<file path="src/rtl/evt_chan_link_pkg.sv">
package evt_chan_link_pkg;

  localparam int unsigned DATA_W     = 32;
  localparam int unsigned ADDR_W     = 12;
  localparam int unsigned NUM_TASKS  = 2;
  localparam int unsigned NUM_EVENTS = 2;
  localparam int unsigned MAX_UNITS  = (NUM_TASKS > NUM_EVENTS) ? NUM_TASKS : NUM_EVENTS;
  localparam int unsigned SEL_W      = (MAX_UNITS > 1) ? $clog2(MAX_UNITS) : 1;

  localparam logic [ADDR_W-1:0] OFS_LISTEN  = 12'h080;
  localparam logic [ADDR_W-1:0] OFS_FLAG    = 12'h100;
  localparam logic [ADDR_W-1:0] OFS_PUBLISH = 12'h180;
  localparam logic [ADDR_W-1:0] OFS_EN_SET  = 12'h304;
  localparam logic [ADDR_W-1:0] OFS_EN_CLR  = 12'h308;

  typedef enum logic [2:0] {
    RD_NONE,
    RD_LISTEN,
    RD_PUBLISH,
    RD_FLAG,
    RD_ENABLE
  } rdKind_e;

  typedef struct packed {
    logic [NUM_TASKS-1:0]  listenWr;
    logic [NUM_EVENTS-1:0] publishWr;
    logic [NUM_EVENTS-1:0] flagWr;
    logic                  enSet;
    logic                  enClr;
    rdKind_e               rdKind;
    logic [SEL_W-1:0]      rdSel;
  } ctlStrobe_t;

endpackage

</file>
<file path="src/rtl/evt_chan_link_ctrl.sv">
module evt_chan_link_ctrl
  import evt_chan_link_pkg::*;
(
  input  logic              regWrEn,
  input  logic [ADDR_W-1:0] regAddr,
  output ctlStrobe_t        strb
);

  logic [NUM_TASKS-1:0]  hitListen;
  logic [NUM_EVENTS-1:0] hitPublish;
  logic [NUM_EVENTS-1:0] hitFlag;
  logic                  hitEnSet;
  logic                  hitEnClr;

  genvar gt, ge;
  generate
    for (gt = 0; gt < NUM_TASKS; gt++) begin : g_task_dec
      assign hitListen[gt] = (regAddr == OFS_LISTEN + ADDR_W'(4 * gt));
    end
    for (ge = 0; ge < NUM_EVENTS; ge++) begin : g_evt_dec
      assign hitPublish[ge] = (regAddr == OFS_PUBLISH + ADDR_W'(4 * ge));
      assign hitFlag[ge]    = (regAddr == OFS_FLAG + ADDR_W'(4 * ge));
    end
  endgenerate

  assign hitEnSet = (regAddr == OFS_EN_SET);
  assign hitEnClr = (regAddr == OFS_EN_CLR);

  always_comb begin
    strb           = '0;
    strb.rdKind    = RD_NONE;
    strb.listenWr  = hitListen & {NUM_TASKS{regWrEn}};
    strb.publishWr = hitPublish & {NUM_EVENTS{regWrEn}};
    strb.flagWr    = hitFlag & {NUM_EVENTS{regWrEn}};
    strb.enSet     = hitEnSet & regWrEn;
    strb.enClr     = hitEnClr & regWrEn;
    for (int i = 0; i < NUM_TASKS; i++) begin
      if (hitListen[i]) begin
        strb.rdKind = RD_LISTEN;
        strb.rdSel  = SEL_W'(i);
      end
    end
    for (int i = 0; i < NUM_EVENTS; i++) begin
      if (hitPublish[i]) begin
        strb.rdKind = RD_PUBLISH;
        strb.rdSel  = SEL_W'(i);
      end
      if (hitFlag[i]) begin
        strb.rdKind = RD_FLAG;
        strb.rdSel  = SEL_W'(i);
      end
    end
    if (hitEnSet || hitEnClr) strb.rdKind = RD_ENABLE;
  end

  // the decoded offsets are distinct, so at most one write target per cycle
  always_comb begin
    a_r9_one_write_target: assert ($onehot0({strb.listenWr, strb.publishWr, strb.flagWr,
                                             strb.enSet, strb.enClr}));
  end

endmodule

</file>
<file path="src/rtl/evt_chan_link_dp.sv">
module evt_chan_link_dp
  import evt_chan_link_pkg::*;
#(
  parameter int unsigned NUM_CHAN = 256,
  parameter int unsigned IDX_W    = 8
) (
  input  logic                  clk,
  input  logic                  rstN,
  input  ctlStrobe_t            strb,
  input  logic [DATA_W-1:0]     regWrData,
  output logic [DATA_W-1:0]     regRdData,
  input  logic [NUM_CHAN-1:0]   chanIn,
  output logic [NUM_CHAN-1:0]   chanOut,
  input  logic [NUM_EVENTS-1:0] evtIn,
  output logic [NUM_TASKS-1:0]  taskOut,
  output logic                  irq
);

  localparam int unsigned EN_BIT = DATA_W - 1;

  logic [NUM_TASKS-1:0][IDX_W-1:0]  listenIdx;
  logic [NUM_TASKS-1:0]             listenOn;
  logic [NUM_EVENTS-1:0][IDX_W-1:0] publishIdx;
  logic [NUM_EVENTS-1:0]            publishOn;
  logic [NUM_EVENTS-1:0]            evtFlag;
  logic [NUM_EVENTS-1:0]            evtFlagPrev;
  logic [NUM_EVENTS-1:0]            intEn;
  logic [NUM_EVENTS-1:0]            pubFire;
  logic                             unusedWrBits;

  assign unusedWrBits = ^regWrData[EN_BIT-1:IDX_W];

  genvar gt, ge;
  generate
    for (gt = 0; gt < NUM_TASKS; gt++) begin : g_task
      always_ff @(posedge clk or negedge rstN) begin
        if (!rstN) begin
          listenIdx[gt] <= '0;
          listenOn[gt]  <= 1'b0;
          taskOut[gt]   <= 1'b0;
        end else begin
          if (strb.listenWr[gt]) begin
            listenIdx[gt] <= regWrData[IDX_W-1:0];
            listenOn[gt]  <= regWrData[EN_BIT];
          end
          taskOut[gt] <= listenOn[gt] & chanIn[listenIdx[gt]];
        end
      end

      // listen configuration only moves after a write to its own register
      a_r2_listen_by_write: assert property (@(posedge clk) disable iff (!rstN)
        (!$stable(listenIdx[gt]) || !$stable(listenOn[gt])) |-> $past(strb.listenWr[gt]));
      // a task strobe needs the listen flag in the previous cycle
      a_r4_task_needs_on: assert property (@(posedge clk) disable iff (!rstN)
        taskOut[gt] |-> $past(listenOn[gt]));
      // a task strobe needs bus activity in the previous cycle
      a_r3_task_after_pulse: assert property (@(posedge clk) disable iff (!rstN)
        taskOut[gt] |-> $past(|chanIn));
    end

    for (ge = 0; ge < NUM_EVENTS; ge++) begin : g_evt
      always_ff @(posedge clk or negedge rstN) begin
        if (!rstN) begin
          publishIdx[ge]  <= '0;
          publishOn[ge]   <= 1'b0;
          evtFlag[ge]     <= 1'b0;
          evtFlagPrev[ge] <= 1'b0;
        end else begin
          if (strb.publishWr[ge]) begin
            publishIdx[ge] <= regWrData[IDX_W-1:0];
            publishOn[ge]  <= regWrData[EN_BIT];
          end
          if (evtIn[ge])             evtFlag[ge] <= 1'b1;
          else if (strb.flagWr[ge])  evtFlag[ge] <= regWrData[0];
          evtFlagPrev[ge] <= evtFlag[ge];
        end
      end

      assign pubFire[ge] = evtFlag[ge] & ~evtFlagPrev[ge] & publishOn[ge];

      // a publish fires only in the first cycle of a set flag
      a_r6_pub_single: assert property (@(posedge clk) disable iff (!rstN)
        (evtFlag[ge] && $past(evtFlag[ge])) |-> !pubFire[ge]);
      // a flag rises only from a hardware pulse or a software write
      a_r7_flag_source: assert property (@(posedge clk) disable iff (!rstN)
        $rose(evtFlag[ge]) |-> $past(evtIn[ge] || strb.flagWr[ge]));
    end
  endgenerate

  always_ff @(posedge clk or negedge rstN) begin
    if (!rstN) begin
      intEn <= '0;
    end else begin
      intEn <= (intEn | (strb.enSet ? regWrData[NUM_EVENTS-1:0] : '0))
             & ~(strb.enClr ? regWrData[NUM_EVENTS-1:0] : '0);
    end
  end

  always_comb begin
    chanOut = '0;
    for (int i = 0; i < NUM_EVENTS; i++) begin
      if (pubFire[i]) chanOut[publishIdx[i]] = 1'b1;
    end
  end

  assign irq = |(evtFlag & intEn);

  always_comb begin
    regRdData = '0;
    unique case (strb.rdKind)
      RD_LISTEN: begin
        regRdData[IDX_W-1:0] = listenIdx[strb.rdSel];
        regRdData[EN_BIT]    = listenOn[strb.rdSel];
      end
      RD_PUBLISH: begin
        regRdData[IDX_W-1:0] = publishIdx[strb.rdSel];
        regRdData[EN_BIT]    = publishOn[strb.rdSel];
      end
      RD_FLAG:   regRdData[0] = evtFlag[strb.rdSel];
      RD_ENABLE: regRdData[NUM_EVENTS-1:0] = intEn;
      default:   regRdData = '0;
    endcase
  end

  // enables only change after a write to one of the aliases
  a_r8_enable_by_write: assert property (@(posedge clk) disable iff (!rstN)
    !$stable(intEn) |-> $past(strb.enSet || strb.enClr));
  // the interrupt only drops after a software write
  a_r10_irq_fall: assert property (@(posedge clk) disable iff (!rstN)
    $fell(irq) |-> $past((|strb.flagWr) || strb.enClr));
  // outgoing bus activity needs an event pulse or a flag write a cycle earlier
  a_r6_pub_cause: assert property (@(posedge clk) disable iff (!rstN)
    (|chanOut) |-> $past((|evtIn) || (|strb.flagWr)));

endmodule

</file>
<file path="src/rtl/evt_chan_link.sv">
module evt_chan_link
  import evt_chan_link_pkg::*;
#(
  parameter int unsigned NUM_CHAN = 256
) (
  input  logic                  clk,
  input  logic                  rstN,
  input  logic                  regWrEn,
  input  logic [ADDR_W-1:0]     regAddr,
  input  logic [DATA_W-1:0]     regWrData,
  output logic [DATA_W-1:0]     regRdData,
  input  logic [NUM_CHAN-1:0]   chanIn,
  output logic [NUM_CHAN-1:0]   chanOut,
  input  logic [NUM_EVENTS-1:0] evtIn,
  output logic [NUM_TASKS-1:0]  taskOut,
  output logic                  irq
);

  localparam int unsigned IDX_W = (NUM_CHAN > 1) ? $clog2(NUM_CHAN) : 1;

  ctlStrobe_t strb;

  evt_chan_link_ctrl u_ctrl (
    .regWrEn (regWrEn),
    .regAddr (regAddr),
    .strb    (strb)
  );

  evt_chan_link_dp #(
    .NUM_CHAN (NUM_CHAN),
    .IDX_W    (IDX_W)
  ) u_dp (
    .clk       (clk),
    .rstN      (rstN),
    .strb      (strb),
    .regWrData (regWrData),
    .regRdData (regRdData),
    .chanIn    (chanIn),
    .chanOut   (chanOut),
    .evtIn     (evtIn),
    .taskOut   (taskOut),
    .irq       (irq)
  );

endmodule

</file>
<file path="config.mk">
export PLATFORM = sky130hd
export DESIGN_NAME = evt_chan_link
export DESIGN_NICKNAME = d
export VERILOG_FILES = /design/src/rtl/evt_chan_link_pkg.sv /design/src/rtl/evt_chan_link_ctrl.sv /design/src/rtl/evt_chan_link_dp.sv /design/src/rtl/evt_chan_link.sv
export SDC_FILE = /design/constraint.sdc
export NUM_CORES = 1
export LEC_CHECK = 0
export BUFFER_PORTS_ARGS = -buffer_cell sky130_fd_sc_hd__buf_2
export CAP_MARGIN = 30
export CORE_AREA = 2 2 233 235
export CTS_BUF_LIST = sky130_fd_sc_hd__clkbuf_8
export CTS_CLUSTER_DIAMETER = 150
export DETAILED_ROUTE_END_ITERATION = 16
export DIE_AREA = 0 0 235 237
export PLACE_DENSITY = 0.38
export SLEW_MARGIN = 10
export SYNTH_ARGS = -nofsm -noshare
export SYNTH_HDL_FRONTEND = slang
export SYNTH_SLANG_ARGS = --single-unit
</file>
<file path="constraint.sdc">
create_clock -name clk -period 2.23 [get_ports clk]
set_clock_uncertainty 0.15 [all_clocks]
set_input_delay 0.223 -clock clk [delete_from_list [all_inputs] [get_ports clk]]
set_output_delay 0.223 -clock clk [all_outputs]
set_load 0.02 [all_outputs]
</file>
==> run_results.csv <==
group,metric,value,unit
status,status,"finished with violations",
status,violations,"setup timing",
clock_tree,htreeDepth,2,
worst_setup_path,worstRegToRegCells,7,
global_route,grt_pass1_vias,14870,
yosys,synth-seq-area-share,0.117,
clock_tree,cts_tree,"yes",
worst_setup_path,crit_chain,"buf_6 -> or4_4 -> nor3_4 -> nand3b_1 -> or4_4 -> buf_12 -> o22ai_4 -> buf_6",
yosys,synthesis.instances,1077,
sta,max_slew_margin,0.613,
finish,antennaDiodeCount,0,
yosys,yosysTopAreaCell,"o22ai_1",
sta,hold_violations,0,
clock_tree,cts_buffers,5,
sta,worstMarginPinSlew,0.580,ns
worst_setup_path,crit_slowest_cell,"or4_4",
worst_setup_path,cp_num_buf_inv,3,
clock_tree,clk_path_buf_depth,2,
placement,hpwl,54000,µm
global_route,grt_max_degree,31,
clock_tree,clkTransAtPathRegs,0.09,ns
sta,max_freq,399,MHz
finish,synthToLayoutAreaGrowth,144,%
global_route,grtUsageTotal,0.255,
sta,period_share,1.13,
power_and_ir_drop,intPower,0.00163,W
routing,vias_per_cell,5.71,
worst_setup_path,setup.worst_path.end_class,"primary output",
power_and_ir_drop,p_seq_frac,0.341,
power_and_ir_drop,ir_worst_vdd,0.000235,V
global_route,grt_antenna_before_repair,8,
die,fp.dieW,235,µm
hold_path,holdPathStages,3,
sta,setup_violations,265,
yosys,synthDistinctLibCells,68,
routing,drt_iter0_markers,893,
worst_setup_path,crit_required,1.86,ns
global_route,busiest_layer,"met2",
die,core,53300,µm²
worst_setup_path,crit_cells,8,
placement,io_buffers,549,
yosys,synth.top_cell.area_share,0.182,
power_and_ir_drop,combPwrFrac,0.361,
die,die_y,237,µm
clock_tree,cts.sinks,44,
clock_tree,clk-insertion-delay-late,0.30,ns
sta,rsz0062_at_grt,"yes",
run,max_cap_viol_count,0,
placement,pre_cts_ws,-0.547,ns
yosys,synth-seq-cells,44,
routing,firstDrtPassIters,5,
global_route,globalRoute.totalOverflow,0,
global_route,use_met1,0.268,
die,row_count,85,
worst_setup_path,r2r_start,"u_dp.listenIdx[0]",
worst_setup_path,crit_path_start,"regAddr[10]",
worst_setup_path,critPathMaxStageDelay,0.54,ns
yosys,synth_edf_count,0,
routing,num_vias,14782,
routing,postRouteAntennaNets,0,
power_and_ir_drop,p_sw_frac,0.314,
routing,route.detailed.drc,0,
sta,min_period,2.51,ns
clock_tree,cts_root_buffer,"clkbuf_8",
finish,nets,2196,
power_and_ir_drop,power_density,103,nW/µm²
yosys,syn-cell-area,9450,µm²
global_route,grt_pass1_wl,106000,µm
power_and_ir_drop,p_switching,0.000747,W
worst_setup_path,crit_type,"in -> out",
yosys,syn-mean-instance-area,8.77,µm²
finish,drive_above_1_share,0.784,
yosys,synthArstFlopShare,1.00,
hold_path,min_from,"regWrData[2]",
sta,drv_slew,0,
finish,nFillCells,4772,
die,start_util,0.177,
worst_setup_path,crit_arrival,2.14,ns
yosys,yosysWarnings,0,
global_route,grt_util_met3,0.0469,
hold_path,hold_path_class,"in -> reg",
worst_setup_path,start_kind,"input pin",
global_route,globalRouteMet2Util,0.470,
die,fp.dieArea,55700,µm²
yosys,synth_commonest_cells,"275 x o22ai_1, 95 x clkbuf_1, 81 x mux2i_1, 76 x nand2_1, 72 x mux4_2",
power_and_ir_drop,pwr-share-clk,0.298,
yosys,yosysMostFrequentCell,"o22ai_1",
sta,worst_slack,-0.279,ns
power_and_ir_drop,cellLeakagePower,7.97,nW
placement,place_congestion,0.938,
routing,wirelength,82500,µm
worst_setup_path,critPathMaxFanout,5,
routing,wl_per_cell,31.9,µm
sta,tns,-30.59,ns
die,io-pin-count,596,
yosys,synthTopCellsByArea,"o22ai_1 18%, mux4_2 17%, dfrtp_1 12%",
worst_setup_path,cp_top_family,"simple AND/OR/NAND/NOR gates",
yosys,ys.flop_type,"dfrtp_1",
[worst reg2reg max path: cells and delay by family (launching register included)]
| family | cells | cell delay (ns) |
|---|---|---|
| compound gates | 3 | 0.31 |
| buf+inv | 1 | 0.17 |
| flops | 1 | 0.54 |
| mux | 1 | 0.55 |
| simple gates | 2 | 0.60 |
[stage by stage]
stage                     power (W)  hold WS [ns]   util  instances  cell area, µm²
after floorplan             0.00116        -0.223      -       1099            9620
after global placement      0.00161         0.119  0.271       2420           14500
after detailed placement    0.00161         0.112  0.271       2420           14500
after CTS                   0.00238        0.0407  0.373       2541           19900
after global routing        0.00249        0.0671  0.434       2588           23100
final                       0.00238        0.0421  0.434       2588           23100
[power by group through the flow]
| stage | registers [W] | clock network, W | logic (W) |
|---|---|---|---|
| 6_report | 0.000810 | 0.000708 | 0.000857 |
| 5_1_grt | 0.000811 | 0.000761 | 0.000916 |
| 4_1_cts | 0.000811 | 0.000741 | 0.000825 |
| 3_5_place_dp | 0.000826 | 0 | 0.000783 |
| 3_3_place_gp | 0.000826 | 0 | 0.000781 |
| 2_1_floorplan | 0.000821 | 0 | 0.000339 |
[cell families after synthesis]
family,count (synthesis),synth area share
AOI/OAI and AO/OA,375,0.256
xor gates and xnor gates,1,0.000927
buffers and inverters,172,0.101
DFF,44,0.117
muxes,217,0.378
other,1,0.000397
and+or+nand+nor,267,0.147
[worst paths after layout]
check / slack (ns) / end
max in group asynchronous: 1.08 / u_dp.publishIdx[1]
min reg2reg: 0.46 / u_dp.intEn[1]
min: 0.04 / u_dp.listenIdx[2]
max: -0.28 / regRdData[2]
max reg2reg: -0.19 / u_dp.taskOut[0]
min in group asynchronous: 0.28 / u_dp.listenIdx[7]
[cell usage in the layout, fill, tap and decap left out, types with 7 or more instances in the layout]
cell / n
mux2_2: 26
o21ai_0: 16
nand2_2: 7
nor2b_1: 8
nor2b_4: 12
buf_8: 13
nand2_8: 14
nand3_4: 17
nand2_1: 53
nor2_4: 8
dfrtp_1: 24
buf_6: 347
mux2_4: 10
nor3_1: 8
nand2b_1: 8
clkbuf_8: 7
nand3_2: 11
nand3_1: 23
o22ai_4: 243
mux4_1: 14
buf_16: 14
mux4_2: 85
dfrtp_2: 18
buf_12: 65
o221ai_1: 13
nand4_1: 20
o22ai_2: 21
mux2i_1: 75
buf_4: 217
and2_1: 7
nor2_1: 24
a21oi_1: 18
conb_1: 23
buf_2: 283
o22ai_1: 11
[cell type report]
type                       count  area (µm²)  share of cell area
multi-input combinational    884       11900               0.516
timing repair buffer         948        9010               0.390
sequential                    44        1130              0.0490
tap                          696         871              0.0377
clock buffer                   7        96.3             0.00417
clock inverter                 1        30.0             0.00130
inverter                       8        30.0             0.00130
[flip-flops by register name, indices dropped and copies added, names as in the netlist]
register          flops
u_dp.listenIdx       16
u_dp.listenOn         2
u_dp.taskOut          2
u_dp.intEn            2
u_dp.publishOn        2
u_dp.publishIdx      16
u_dp.evtFlag          2
u_dp.evtFlagPrev      2
[layer usage]
layer / vias up / part of all wire
met3: 360 / 0.074
met1: 7280 / 0.34
li1: 6128 / -
met2: 1010 / 0.50
met4: 4 / 0.083
met5: - / 0.00027
[repair_timing]
item                       CTS  global route
cloned                      23             7
pin swaps                   92           164
hold buffers                 3             0
setup endpoints to repair  267           281
hold endpoints to repair    22             0
gates resized for setup    921           582
buffers inserted            90            50
(Power assumes the default switching activity.)
